[src/rtl/ring_irq_bank.sv]
module ring_irq_bank #(
  parameter int ADDR_W = 8,
  parameter int DATA_W = 32,
  parameter int NUM_EV = 7,
  parameter logic [ADDR_W-1:0] STS_OFF = 8'h10,
  parameter logic [ADDR_W-1:0] SEN_OFF = 8'h14,
  parameter logic [ADDR_W-1:0] GEN_OFF = 8'h18,
  parameter logic [ADDR_W-1:0] FRC_OFF = 8'h1C
) (
  input  logic              clk,
  input  logic              rst_n,
  input  logic              reg_wr,
  input  logic [ADDR_W-1:0] reg_addr,
  input  logic [DATA_W-1:0] reg_wdata,
  output logic [DATA_W-1:0] reg_rdata,
  input  logic [NUM_EV-1:0] ev_i,
  output logic              irq_o
);

  function automatic int ev_pos(int k);
    return (k < 3) ? 5 + k : 6 + k;
  endfunction

  function automatic logic [DATA_W-1:0] impl_mask();
    logic [DATA_W-1:0] m;
    m = '0;
    for (int k = 0; k < NUM_EV; k++) m[ev_pos(k)] = 1'b1;
    return m;
  endfunction

  localparam logic [DATA_W-1:0] IMPL = impl_mask();

  logic [DATA_W-1:0] sts, sts_en, sig_en;
  logic [DATA_W-1:0] ev_vec, clr, frc;

  always_comb begin
    ev_vec = '0;
    for (int k = 0; k < NUM_EV; k++) ev_vec[ev_pos(k)] = ev_i[k];
  end

  assign clr = (reg_wr && reg_addr == STS_OFF) ? (reg_wdata & IMPL) : '0;
  assign frc = (reg_wr && reg_addr == FRC_OFF) ? (reg_wdata & IMPL) : '0;

  always_ff @(posedge clk) begin
    if (!rst_n) begin
      sts    <= '0;
      sts_en <= '0;
      sig_en <= '0;
    end else begin
      sts <= (sts & ~clr) | (ev_vec & sts_en) | frc;
      if (reg_wr && reg_addr == SEN_OFF) sts_en <= reg_wdata & IMPL;
      if (reg_wr && reg_addr == GEN_OFF) sig_en <= reg_wdata & IMPL;
    end
  end

  assign irq_o = |(sts & sig_en);

  always_comb begin
    case (reg_addr)
      STS_OFF: reg_rdata = sts;
      SEN_OFF: reg_rdata = sts_en;
      GEN_OFF: reg_rdata = sig_en;
      default: reg_rdata = '0;
    endcase
  end

  // an enabled event is latched on the next cycle
  a_r2_enabled_event_latches: assert property (@(posedge clk) disable iff (!rst_n)
    1'b1 |=> (($past(ev_vec & sts_en) & ~sts) == '0));

  // a newly set bit must come from an enabled event or a force
  a_r3_no_ungated_latch: assert property (@(posedge clk) disable iff (!rst_n)
    1'b1 |=> ((sts & ~$past(sts) & ~$past(ev_vec & sts_en) & ~$past(frc)) == '0));

  // written ones clear unless an event hits the same bit
  a_r4_w1c_clears: assert property (@(posedge clk) disable iff (!rst_n)
    (reg_wr && reg_addr == STS_OFF) |=> ((sts & $past(reg_wdata) & ~$past(ev_vec)) == '0));

  // set bits are kept unless cleared
  a_r6_sticky: assert property (@(posedge clk) disable iff (!rst_n)
    1'b1 |=> (($past(sts) & ~$past(clr) & ~sts) == '0));

  // undefined status bits never set
  a_r9_undefined_zero: assert property (@(posedge clk) disable iff (!rst_n)
    ((sts | sts_en | sig_en) & ~IMPL) == '0);

endmodule

[config.mk]
export PLATFORM = sky130hd
export DESIGN_NAME = ring_irq_bank
export DESIGN_NICKNAME = d
export VERILOG_FILES = /design/src/rtl/ring_irq_bank.sv
export SDC_FILE = /design/constraint.sdc
export NUM_CORES = 1
export LEC_CHECK = 0
export BUFFER_PORTS_ARGS = -buffer_cell sky130_fd_sc_hd__buf_2
export CELL_PAD_IN_SITES_DETAIL_PLACEMENT = 1
export CELL_PAD_IN_SITES_GLOBAL_PLACEMENT = 2
export CORE_MARGIN = 4
export CORE_UTILIZATION = 23
export DETAILED_ROUTE_END_ITERATION = 10
export GPL_TIMING_DRIVEN = 0
export PLACE_DENSITY = 0.82
export SKIP_LAST_GASP = 1
export SLEW_MARGIN = 25
export SYNTH_ARGS = -nofsm -noshare
export SYNTH_HDL_FRONTEND = slang
export SYNTH_SLANG_ARGS = --single-unit
[constraint.sdc]
create_clock -name clk -period 1.6 [get_ports clk]
set_input_delay 0 -clock clk [delete_from_list [all_inputs] [get_ports clk]]
set_output_delay 0 -clock clk [all_outputs]
set_load 0.02 [all_outputs]
==> results.cfg, run 1 <==
[power_and_ir_drop]
power.density_mw_per_mm2 = 601
netSwitchingPower_uw = 352
clock_power_share_pct = 31.7
comb_power_share_pct = 22.7
vdd_drop_max_uv = 258
p_int_uw = 797
p_sw_share_pct = 30.6
p_leak_uw = 0.000756
power.share.sequential_pct = 45.6
finalPower_uw = 1150

[clock_tree]
cts_sinks = 21
path_clk_slew_ns = 0.08
cts_buffers = 3
htreeDepth = 1
cts_tree = done
clk_path_buf_depth = 2
clock-root-buffer = clkbuf_8
insertion_delay_ns = 0.26
postCtsSetupRepairBufs = 0

[logic_synthesis]
postSynthAreaPerCell_sq_um = 8.11
yosysSeqAreaShare_pct = 27.9
synth-main-ff-cell = dfxtp_1
synth.distinct_cells = 25
synth_top_area_cell = dfxtp_1
syn_inst = 186
syn-cell-area_sq_mm = 0.00151
ys_top_cells_by_area = dfxtp_1, buf_4, o31ai_1, nand4_1, or4bb_1
synth.most_common_cell = buf_4
synth_edf_count = 0
yosys_warnings = 0
yosys-top-cells-count = buf_4, dfxtp_1, nand4_1, o31ai_1, clkbuf_1
ys_seq_elements = 21
synth_top_area_share_pct = 27.9
ys_async_sr_fraction_pct = 0

[global_route]
grt_pass1_vias = 1617
grt_pass1_wl_um = 8330
antenna_found_initial = 0
grt_overflow_total = 0
track_usage_pct = 13.6
grt_max_degree = 12

[sta]
hold_viol_final = 0
fin_crit_ns = 1.39
finalCritPeriodShare_pct = 86.9
tightest_slew_ns = 0.548
rsz0062_at_grt = no
final-setup-viol-count = 0
slew_headroom_pct = 63.4
drv_slew = 0
timing.fmax_ghz = 0.719
clock_skew_ns = 0.000375

[hold_path]
hold_path.class = input port to flip-flop

[setup_path]
cp_top_family = simple AND/OR/NAND/NOR gates
cp.depth = 5
critPathMostFrequentCell = buf_2
critPathKind = input port to output port
r2r_start = sig_en[6]
worstSetupEndpoint = reg_rdata[5]
crit_fanout = 7
r2r_setup_slack_ns = 0.91
arrival_ns = 1.39
path_cells = buf_2 -> nor4b_2 -> nand2_1 -> nor2_1 -> buf_2
reg2reg_depth = 2
end_kind = output port
cp_num_buf_inv = 2
critPathLaunchType = input port
critPathLaunch = reg_addr[5]
rr_endpoint = sig_en[6]
crit_required_ns = 1.60
cp_slowest_cell = nor4b_2
max_stage_delay_ns = 0.53

[detailed_routing]
wirelength_um = 5140
dr.first_iter.drc_count = 121
vias = 1577
drc = 0
viasPerCell = 4.88
ant_nets = 0
wl_per_cell_um = 15.9
drt_pass1_iterations = 4

[final_layout]
antenna_cells = 0
fillCellCount = 766
final_cells = 323
area_growth_pct = 26.8
nets = 297
layout-drive-gt1-share_pct = 26.8

[placed_design]
gp_congestion = 0.823
portBuffers = 31
place_hpwl_um = 3930
place_inst = 318

[floorplan]
io_pins = 83
die_w_um = 89.0
fp-row-count = 29
dieHeight_um = 89.0
start_util_pct = 23.8
core_area_sq_mm = 0.00635
dieArea_sq_mm = 0.00792

[flow_run]
cap_violations = 0

[run_status]
status = complete, no violations
## metal layers
| metal | wire length [um] | track usage (%) | part of all wire (%) | vias to the layer above |
|---|---|---|---|---|
| met5 | 0 | 0 | 0 | - |
| met2 | 2440 | 23.1 | 47 | 47 |
| met4 | 41 | 3.38 | 0.80 | 0 |
| met1 | 2380 | 18.4 | 46 | 741 |
| met3 | 286 | 1.47 | 5.6 | 6 |
| li1 | - | - | - | 783 |
## placed cells by master, fill, tap and decap left out
cell type	count
buf_2	35
buf_4	25
conb_1	25
o31ai_1	21
nand4_1	21
dfxtp_1	21
clkbuf_1	14
a21oi_1	14
nor2_1	8
nand2_1	8
mux2i_1	7
a2bb2oi_1	7
or4bb_1	7
or3_1	7
a31oi_1	7
clkbuf_8	3
a22oi_1	2
nand3b_1	2
and3b_1	2
dlygate4sd3_1	2
nor4b_2	1
clkbuf_2	1
nor2b_1	1
a222oi_1	1
nand3_1	1
or2_2	1
or4b_1	1
inv_1	1
## state kept, by name, summed over array words and instances, names as in the netlist
register / cells
sts_en: 7
sts: 7
sig_en: 7
## kinds of logic (layout without fill, tap and decap cells)
logic type | after synthesis | in the layout | synth area share (%)
compound gates | 52 | 52 | 23.7
buf+inv | 45 | 81 | 17.7
flops | 21 | 21 | 27.9
mux | 7 | 7 | 4.64
other cells | 1 | 25 | 0.249
simple gates | 60 | 60 | 25.8
## metrics by stage
stage / cell area (sq um) / hold slack (ns) / TNS (ns) / setup WS, ns / utilization, %
after detailed placement: 1850 / 0.278 / -0.00822 / -0.00822 / 29.1
final: 1910 / 0.00438 / 0 / 0.210 / 30.1
after CTS: 1920 / 0.00125 / 0 / 0.0946 / 30.2
after global routing: 1910 / 0.0103 / 0 / 0.0909 / 30.1
after floorplan: 1600 / 0.147 / 0 / 0.345 / -
after global placement: 1850 / 0.272 / 0 / 0.0733 / 29.1
## worst min path at each step
stage	start	depth (start not counted)	slack (ns)	to
finish	ev_i[0]	3	0.004	sts[5]
global route	ev_i[0]	3	0.01	sts[5]
CTS	ev_i[0]	3	0.001	sts[5]
detailed placement	rst_n	3	0.28	sts[5]
global placement	rst_n	3	0.27	sts[5]
floorplan	rst_n	2	0.15	sts[5]
## power groups by stage
| stage | clock, uW | combinational [uW] | sequential, uW |
|---|---|---|---|
| after CTS | 373 | 258 | 524 |
| after detailed placement | 0 | 254 | 536 |
| after floorplan | 0 | 178 | 536 |
| final | 365 | 261 | 523 |
| after global routing | 399 | 285 | 524 |
| after global placement | 0 | 252 | 536 |
## what timing repair did
action	4_1_cts	5_1_grt
hold endpoints to repair	2	0
hold buffers	2	0
endpoints found under the setup margin	0	6
resized for setup	0	2
## cell type report
class                      instances  area (sq um)  share of cell area (%)
inverter                           1          3.75                   0.196
timing repair buffer              33           175                    9.16
tap                               77          96.3                    5.04
multi-input combinational        144           911                    47.6
sequential                        21           420                    22.0
clock buffer                       4          45.0                    2.35
buffer                            43           262                    13.7
## worst min-delay path, cell delays in order
cell	delay (ns)
buf_2	0.10
nand2_1	0.05
a31oi_1	0.07
Power figures use the tool's default switching activity.
==> run 2: changes to the inputs <==
CTS_CLUSTER_SIZE = 8   (was unset)
REMOVE_ABC_BUFFERS = 1   (was unset)
==> run 2 against run 1 <==
  * Utilization shrank 4.0 points
  * Clock-buffer cell count is the same
  * Combinational power shrank 24%
  * Wire length shrank 7.4%
  * Cell area shrank 13%
  * Non-clock buffer count shrank 43
  * Die area is the same
  * Worst hold slack gained 0.0017 ns
  * Critical path depth is the same
  * Fmax shrank 2.1%
  * Sequential power is essentially flat
  * Register-to-register slack is essentially flat
  * Largest cell class unchanged
  * Highest routed layer unchanged
==> results.cfg, run 2 (same netlist as run 1, synthesis figures left out) <==
[run_status]
status = complete, no violations

[setup_path]
crit_fanout = 15
cp_num_buf_inv = 2
cp_top_family = simple AND/OR/NAND/NOR gates
critPathLaunchType = input port
arrival_ns = 1.42
critPathMostFrequentCell = buf_2
cp_slowest_cell = nor2_2
crit_required_ns = 1.60
path_cells = buf_2 -> nor2_2 -> nand2_1 -> nor2_1 -> buf_2
max_stage_delay_ns = 0.51
end_kind = output port
critPathKind = input port to output port

[global_route]
grt_max_degree = 29
grt_pass1_vias = 1517
grt_pass1_wl_um = 7580
track_usage_pct = 12.3
antenna_found_initial = 0
grt_overflow_total = 0

[detailed_routing]
dr.first_iter.drc_count = 116
drc = 0
ant_nets = 0
viasPerCell = 5.29
wirelength_um = 4760
drt_pass1_iterations = 4
vias = 1480
wl_per_cell_um = 17.0

[floorplan]
dieArea_sq_mm = 0.00792
fp-row-count = 29
dieHeight_um = 89.0
io_pins = 83
die_w_um = 89.0
core_area_sq_mm = 0.00635
start_util_pct = 23.8

[sta]
hold-worst-slack_ns = 0.00604
clock_skew_ns = 0.000927
drv_slew = 0
fin_crit_ns = 1.42
tightest_slew_ns = 0.732
finalCritPeriodShare_pct = 88.7
final-setup-viol-count = 0
slew_headroom_pct = 51.1
timing.fmax_ghz = 0.704
hold_viol_final = 0
rsz0062_at_grt = no

[power_and_ir_drop]
power.density_mw_per_mm2 = 655
vdd_drop_max_uv = 275
p_leak_uw = 0.000598
finalPower_uw = 1090

[final_layout]
layout-drive-gt1-share_pct = 20.2
layout_common_cells = buf_2, conb_1, o31ai_1, nand4_1, dfxtp_1
antenna_cells = 0
final_util_pct = 26.2
largestRegisters = sig_en (7), sts (7), sts_en (7)
area_growth_pct = 10.1
fillCellCount = 772
final_common_cell = buf_2
nets = 254
stdcell_area_sq_mm = 0.00166

[clock_tree]
insertion_delay_ns = 0.26
cts_buffers = 3
clk_path_buf_depth = 2
cts_hold_buf = 0
cts_tree = done
clock-root-buffer = clkbuf_8
cts_sinks = 21
path_clk_slew_ns = 0.08
htreeDepth = 1

[placed_design]
gp_congestion = 0.743
portBuffers = 32
placed_cell_area_sq_mm = 0.00160
place_hpwl_um = 3190

[flow_run]
cap_violations = 0

[hold_path]
hold_path.class = input port to flip-flop
[run 2: cell types whose count changed in the layout (fill, tap and decap cells not counted), sizes merged]
cell,before,now
dlygate4sd3,2,0
clkbuf,18,4
buf,60,33
[run 2: timing repair]
| item | CTS | global route |
|---|---|---|
| setup buffers | 1 | 0 |
| pin swaps | 1 | 0 |
| resized for setup | 1 | 3 |
| endpoints found under the setup margin | 7 | 10 |
[run 2: metal layers]
layer	part of all wire [%]	GRT usage [%]	up-vias
li1	-	-	696
met1	44	15.3	729
met2	48	21.5	51
met3	6.8	2.76	4
met4	0.80	3.11	0
met5	0	0	-
[run 2: area by class of cell]
cell class | instances | area, sq um | share of cell area (%)
sequential | 21 | 420 | 25.3
multi-input combinational | 144 | 928 | 55.9
tap | 77 | 96.3 | 5.80
inverter | 1 | 3.75 | 0.226
timing repair buffer | 33 | 168 | 10.1
clock buffer | 4 | 45.0 | 2.71
[run 2: power breakdown]
group / leakage (uW) / switching (uW) / internal [uW]
clock: 0.0000228 / 188 / 178
sequential: 0.000169 / 0.672 / 523
combinational: 0.000406 / 150 / 48.3
[run 2: through the flow]
step	setup slack, ns	TNS, ns	instances
4_1_cts	0.00981	0	280
5_1_grt	0.0524	0	280
3_5_place_dp	-0.269	-5.04	275
3_3_place_gp	-0.571	-6.89	275
2_1_floorplan	0.117	0	166
6_report	0.180	0	280
[run 2: final timing paths]
path,start,endpoint,slack [ns],cells after the start
max,reg_addr[1],reg_rdata[11],0.18,5
min,ev_i[2],sts[7],0.006,3
max reg2reg,sts[11],sts[11],0.90,2
min reg2reg,sts[7],sts[7],0.50,2
[run 2: worst min-delay path: cells and delay by family]
| family | cells | cell delay [ns] |
|---|---|---|
| compound gates | 1 | 0.07 |
| buf+inv | 1 | 0.10 |
| simple gates | 1 | 0.06 |
